## config.mk

```make
export PLATFORM = sky130hd
export DESIGN_NAME = baud_mod_gen
export DESIGN_NICKNAME = d
export VERILOG_FILES = /design/src/rtl/baud_pkg.sv /design/src/rtl/baud_prescale.sv /design/src/rtl/baud_divider.sv /design/src/rtl/baud_modulator.sv /design/src/rtl/baud_mod_gen.sv
export SDC_FILE = /design/constraint.sdc
export NUM_CORES = 1
export LEC_CHECK = 0
export BUFFER_PORTS_ARGS = -buffer_cell sky130_fd_sc_hd__buf_2
export CORE_MARGIN = 2
export CORE_UTILIZATION = 45
export CTS_CLUSTER_DIAMETER = 150
export CTS_CLUSTER_SIZE = 12
export DETAILED_ROUTE_END_ITERATION = 7
export GPL_ROUTABILITY_DRIVEN = 0
export GPL_TIMING_DRIVEN = 1
export PLACE_DENSITY = 0.66
export RECOVER_POWER = 50
export SYNTH_ARGS = -nofsm -noshare
export SYNTH_HDL_FRONTEND = slang
export SYNTH_SLANG_ARGS = --single-unit
```

## constraint.sdc

```tcl
create_clock -name clk -period 3.55 [get_ports clk]
set_input_delay 0.1775 -clock clk [delete_from_list [all_inputs] [get_ports clk]]
set_output_delay 0.1775 -clock clk [all_outputs]
set_load 0.02 [all_outputs]
```

## src/rtl/baud_pkg.sv

```systemverilog
// Shared constants and helpers for the baud generator.
package baud_pkg;
    localparam int SEL_W  = 2;
    localparam int MODE_W = 2;
    localparam int HALF_W = 6;

    // Half of the base divisor D chosen by the mode bits.
    function automatic logic [HALF_W-1:0] half_div(input logic [MODE_W-1:0] mode);
        case (mode)
            2'b00:   half_div = 6'd32;
            2'b11:   half_div = 6'd8;
            default: half_div = 6'd16;
        endcase
    endfunction
endpackage

```

## src/rtl/baud_prescale.sv

```systemverilog
// Power-of-four prescaler. It produces pre_tick once every 4^sel clocks.
// Assumes reload only arrives on a cycle where pre_tick is high, so a new
// select always starts from count zero.
module baud_prescale #(
    parameter int SEL_W = 2
) (
    input  logic             clk,
    input  logic             rst_n,
    input  logic [SEL_W-1:0] sel,
    input  logic             reload,
    output logic             pre_tick
);
    localparam int CNT_W = 2 * ((1 << SEL_W) - 1);

    logic [SEL_W-1:0] sel_q;
    logic [CNT_W-1:0] cnt;
    logic [CNT_W-1:0] limit;

    // Terminal count for the captured select.
    always_comb limit = CNT_W'((32'd1 << {sel_q, 1'b0}) - 32'd1);

    assign pre_tick = (cnt == limit);

    // Capture the select in reset and at every reload.
    always_ff @(posedge clk) begin
        if (!rst_n || reload) sel_q <= sel;
    end

    // Free-running count that wraps at the limit.
    always_ff @(posedge clk) begin
        if (!rst_n || pre_tick) cnt <= '0;
        else                    cnt <= cnt + 1'b1;
    end

    p_pre_bound_r1: assert property (@(posedge clk) disable iff (!rst_n)
        reload |=> (cnt == '0));
endmodule

```

## src/rtl/baud_divider.sv

```systemverilog
// Base divider (D/2) followed by the N+1 reload counter. raw_tick marks the
// final cycle of each plain bit period. Mode and N are shadowed and only
// change in reset or at raw_tick.
module baud_divider #(
    parameter int DIV_W = 8
) (
    input  logic                       clk,
    input  logic                       rst_n,
    input  logic                       pre_tick,
    input  logic [baud_pkg::MODE_W-1:0] mode,
    input  logic [DIV_W-1:0]           div_n,
    output logic                       raw_tick
);
    import baud_pkg::*;

    logic [MODE_W-1:0] mode_q;
    logic [DIV_W-1:0]  n_q;
    logic [HALF_W-1:0] dcnt;
    logic [DIV_W-1:0]  ncnt;
    logic              base_tick;

    assign base_tick = pre_tick && (dcnt == half_div(mode_q) - 1'b1);
    assign raw_tick  = base_tick && (ncnt == n_q);

    // Shadow the divide settings so a period is never cut short.
    always_ff @(posedge clk) begin
        if (!rst_n || raw_tick) begin
            mode_q <= mode;
            n_q    <= div_n;
        end
    end

    // Base counter steps on each prescaler tick.
    always_ff @(posedge clk) begin
        if (!rst_n || base_tick) dcnt <= '0;
        else if (pre_tick)       dcnt <= dcnt + 1'b1;
    end

    // Reload counter steps on each base tick.
    always_ff @(posedge clk) begin
        if (!rst_n || raw_tick) ncnt <= '0;
        else if (base_tick)     ncnt <= ncnt + 1'b1;
    end

    p_reload_sample_r8: assert property (@(posedge clk) disable iff (!rst_n)
        raw_tick |=> (n_q == $past(div_n)) && (mode_q == $past(mode)) && (ncnt == '0));
    p_mode_stable_r2: assert property (@(posedge clk) disable iff (!rst_n)
        !raw_tick |=> $stable(mode_q));
endmodule

```

## src/rtl/baud_modulator.sv

```systemverilog
// Fractional thinning stage. On each raw tick, duty is added to the phase
// accumulator, and the tick is passed only when that sum carries. The
// output is registered, one clock after raw.
module baud_modulator #(
    parameter int MOD_W = 8
) (
    input  logic             clk,
    input  logic             rst_n,
    input  logic             raw_tick,
    input  logic             mod_en,
    input  logic [MOD_W-1:0] duty,
    output logic             bit_tick
);
    logic [MOD_W-1:0] acc;
    logic [MOD_W:0]   sum;

    always_comb sum = {1'b0, acc} + {1'b0, duty};

    // Phase accumulator, cleared whenever modulation is off.
    always_ff @(posedge clk) begin
        if (!rst_n || !mod_en) acc <= '0;
        else if (raw_tick)     acc <= sum[MOD_W-1:0];
    end

    // Registered output enable.
    always_ff @(posedge clk) begin
        if (!rst_n)      bit_tick <= 1'b0;
        else if (mod_en) bit_tick <= raw_tick && sum[MOD_W];
        else             bit_tick <= raw_tick;
    end

    p_acc_clear_r9: assert property (@(posedge clk) disable iff (!rst_n)
        !mod_en |=> (acc == '0));
    p_plain_pass_r1: assert property (@(posedge clk) disable iff (!rst_n)
        (!mod_en && raw_tick) |=> bit_tick);
    p_no_extra_r6: assert property (@(posedge clk) disable iff (!rst_n)
        !raw_tick |=> !bit_tick);
    p_single_r10: assert property (@(posedge clk) disable iff (!rst_n)
        bit_tick |=> !bit_tick);
endmodule

```

## src/rtl/baud_mod_gen.sv

```systemverilog
// Top of the bit-rate generator. It holds the locked duty register and
// chains the prescaler, divider and modulator. Assumes duty writes arrive as
// single-cycle strobes, synchronous to clk.
module baud_mod_gen #(
    parameter int DIV_W = 8,
    parameter int MOD_W = 8
) (
    input  logic                        clk,
    input  logic                        rst_n,
    input  logic [baud_pkg::SEL_W-1:0]  presc_sel,
    input  logic [DIV_W-1:0]            div_n,
    input  logic [baud_pkg::MODE_W-1:0] mode_sel,
    input  logic                        mod_en,
    input  logic [MOD_W-1:0]            duty_wdata,
    input  logic                        duty_we,
    input  logic                        tx_en,
    input  logic                        rx_en,
    output logic [MOD_W-1:0]            duty_rdata,
    output logic                        bit_tick
);
    import baud_pkg::*;

    logic [MOD_W-1:0] duty_q;
    logic             pre_tick;
    logic             raw_tick;
    logic             wr_ok;

    assign wr_ok      = duty_we && !tx_en && !rx_en && duty_wdata[MOD_W-1];
    assign duty_rdata = duty_q;

    // Duty register: all ones after reset, only legal unlocked writes land.
    always_ff @(posedge clk) begin
        if (!rst_n)     duty_q <= '1;
        else if (wr_ok) duty_q <= duty_wdata;
    end

    baud_prescale #(.SEL_W(SEL_W)) u_pre (
        .clk(clk), .rst_n(rst_n), .sel(presc_sel),
        .reload(raw_tick), .pre_tick(pre_tick)
    );

    baud_divider #(.DIV_W(DIV_W)) u_div (
        .clk(clk), .rst_n(rst_n), .pre_tick(pre_tick),
        .mode(mode_sel), .div_n(div_n), .raw_tick(raw_tick)
    );

    baud_modulator #(.MOD_W(MOD_W)) u_mod (
        .clk(clk), .rst_n(rst_n), .raw_tick(raw_tick),
        .mod_en(mod_en), .duty(duty_q), .bit_tick(bit_tick)
    );

    p_duty_reset_r3: assert property (@(posedge clk)
        !rst_n |=> (duty_q == '1));
    p_duty_legal_r4: assert property (@(posedge clk) disable iff (!rst_n)
        duty_q[MOD_W-1]);
    p_write_lock_r5: assert property (@(posedge clk) disable iff (!rst_n)
        (tx_en || rx_en) |=> $stable(duty_q));
endmodule

```

==> run_results.csv <==
group,metric,value,unit
synth,yosysWarnings,0,
detailed_routing,postRouteAntennaNets,0,
sta,fin_crit,2.54,ns
pwr,vdd_drop_max,285,uV
floorplan,core,5010,um^2
floorplan,num_rows,26,
synth,synth_seq_area_share,0.478,
detailed_routing,wl_per_cell,11.7,um
synth,synth_edf_count,12,
clock_tree,ctsHtreeMaxLevel,2,
sta,slew_headroom,0.484,
clock_tree,cts_resized,0,
sta,finalHoldViolCount,0,
synth,synthCells,227,
placed_design,port_buffers,34,
pwr,leakagePower,1.01,nW
sta,tightestPinTransition,0.774,ns
sta,rsz0062_at_grt,"no",
synth,ys.flop_type,"dfxtp_1",
run,drv_cap,0,
synth,synth_compound_area_frac,0.0734,
sta,post-route-period-util,0.717,
sta,slew_viol_final,0,
detailed_routing,drt_pass1_iterations,4,
layout,fin_util,0.524,
clock_tree,clockBufferDepth,2,
synth,syn_area_per_cell,10.1,um^2
floorplan,start_util,0.460,
synth,muxShareOfSynthArea,0.0565,
global_routing,grt_max_degree,20,
sta,setup-tns-final,0,ns
detailed_routing,drt-total-wl,3960,um
global_routing,grt_pass1_wl,6370,um
synth,synth-simple-area-share,0.199,
detailed_routing,num_vias,1663,
layout,antenna_cells,0,
detailed_routing,drc,0,
floorplan,dieWidth,75.5,um
synth,synthAdderAreaFrac,0.0685,
global_routing,grt_overflow_total,0,
placed_design,dpl.hpwl,2940,um
synth,syn_nets,265,
layout,nets,304,
floorplan,die_area,5700,um^2
layout,num-fill-cells,498,
synth,synth_seq_cells,49,
min_path,hold_class,"input port to flop",
clock_tree,cts-root-buf,"clkbuf_8",
floorplan,num_io_pins,35,
global_routing,grt_use_total,0.149,
clock_tree,cts_tree,"built",
detailed_routing,drt_iter0_drc,41,
detailed_routing,vias_per_cell,4.93,
clock_tree,numCtsBuffers,5,
critical_path,cp-start-kind,"flop",
layout,area_growth_syn_to_layout,14.0,%
sta,fin_skew,0.00462,ns
synth,syn_area,2300,um^2
critical_path,cp_max_fo,17,
critical_path,critPathArrivalTime,2.53,ns
synth,synth_xor_area_frac,0.107,
clock_tree,clkTransAtPathRegs,0.09,ns
layout,stdcell_count,337,
synth,synthArstFlopShare,0,
critical_path,endpoint_kind,"flop",
synth,synth_top_family_by_area,"simple AND/OR/NAND/NOR gates",
critical_path,crit_type,"flop to flop",
pwr,power_density,370,nW/um^2
clock_tree,cts_sinks,49,
global_routing,grt_pass1_vias,1432,
clock_tree,cts_hold_buf,0,
clock_tree,insertion_delay,0.29,ns
sta,setup_viol_count_final,0,
clock_tree,post_cts_buffers,0,
floorplan,chipHeight,75.5,um
outcome,status,"finished clean",
global_routing,antenna_found_initial,0,
critical_path,worstPathRequired,3.54,ns
placed_design,dp_cells,329,
sta,fmax,0.393,GHz
synth,synth_cell_types,43,
layout,drive_gt1_frac,0.150,
-- through the flow --
step                      total power, mW  hold WS [ns]  instance area, um^2  setup slack [ns]
after floorplan                     0.645         0.276                 2300              1.25
after global placement              0.671         0.354                 2560              1.05
after detailed placement            0.672         0.356                 2560              1.02
after CTS                           0.988        0.0413                 2650             0.988
after global routing                 1.02        0.0340                 2630             0.821
final                               0.972        0.0531                 2630              1.01
-- final timing paths --
path,start,cells after the start,end,slack (ns)
setup / recovery,u_pre.sel_q[0]$_DFFE_PP_,6,u_div.n_q[0]$_DFFE_PP_,1.01
hold / removal,presc_sel[0],1,u_pre.sel_q[0]$_DFFE_PP_,0.05
setup reg to reg,u_pre.sel_q[0]$_DFFE_PP_,6,u_div.n_q[0]$_DFFE_PP_,1.01
hold reg to reg,u_div.dcnt[1]$_SDFFE_PP0P_,2,u_div.dcnt[1]$_SDFFE_PP0P_,0.49
-- flip-flops by register name, indices dropped and copies added, names as in the netlist --
name            cells
u_mod.acc           8
u_div.ncnt          8
u_pre.cnt           6
u_div.dcnt          6
u_pre.sel_q         2
u_div.mode_q        2
duty_rdata          8
u_mod.bit_tick      1
u_div.n_q           8
-- synth_stat cells, drive strengths merged (2+ instances only) --
cell | count | area share
xor2 | 15 | 0.057
o21ai | 5 | 0.011
nor4bb | 2 | 0.0087
mux2i | 13 | 0.057
nor2 | 25 | 0.041
dfxtp | 37 | 0.32
nor2b | 4 | 0.011
nand4 | 4 | 0.011
clkbuf | 3 | 0.0049
nor3 | 3 | 0.0065
o31ai | 2 | 0.0087
nand3 | 7 | 0.015
nor4 | 7 | 0.022
and2 | 2 | 0.0054
nand2 | 23 | 0.037
inv | 5 | 0.0082
ha | 11 | 0.060
xnor2 | 13 | 0.049
and3 | 3 | 0.0082
or2 | 3 | 0.0082
edfxtp | 12 | 0.16
a21oi | 10 | 0.022
-- report_power, final --
part	switching [mW]	internal [mW]
clock	0.177	0.139
sequential	0.0113	0.586
combinational	0.0321	0.0277
total	0.220	0.753
-- worst max-delay path: stages (launching register included) --
cell and delay, ns:
edfxtp_1 0.43, nor4_1 0.25, a21oi_1 0.11, a2111o_1 0.52
or2_0 0.52, nand2_1 0.17, buf_4 0.24
-- layer usage --
| metal | track usage | share of wire | vias up |
|---|---|---|---|
| li1 | - | - | 875 |
| met1 | 0.198 | 0.49 | 757 |
| met2 | 0.237 | 0.47 | 27 |
| met3 | 0.0331 | 0.031 | 4 |
| met4 | 0.0585 | 0.015 | 0 |
| met5 | 0 | 0 | - |
-- layout make-up --
cell class | count | area, um^2 | area share
sequential | 49 | 1100 | 0.419
clock inverter | 2 | 15.0 | 0.00572
inverter | 5 | 18.8 | 0.00715
multi-input combinational | 169 | 1160 | 0.442
timing repair buffer | 36 | 170 | 0.0648
tap | 70 | 87.6 | 0.0334
clock buffer | 6 | 72.6 | 0.0276
-- kinds of logic after synthesis --
group | Yosys count
muxes | 13
buffers and inverters | 9
AOI/OAI and AO/OA | 26
DFF | 49
and+or+nand+nor | 90
xor gates and xnor gates | 28
adders and majority gates | 12
-- cells in the final DEF, fill, tap and decap left out, types with 2 or more instances in the layout --
cell type | Yosys | final
dfxtp_1 | 37 | 37
nand3_1 | 7 | 7
clkbuf_8 | 0 | 5
nor4bb_1 | 2 | 2
and3_1 | 3 | 3
xnor2_1 | 13 | 13
clkinvlp_4 | 0 | 2
nor4_1 | 6 | 6
nor2_1 | 25 | 25
and2_1 | 2 | 2
inv_1 | 5 | 5
edfxtp_1 | 12 | 12
ha_1 | 11 | 11
o21ai_0 | 5 | 5
clkbuf_1 | 3 | 11
nand2_1 | 23 | 23
nand4_1 | 4 | 4
nor2b_1 | 4 | 4
buf_2 | 0 | 25
a21oi_1 | 10 | 10
nor3_1 | 3 | 3
mux2i_1 | 13 | 13
or2_2 | 2 | 2
xor2_1 | 15 | 15
Power figures use the tool's default switching activity.
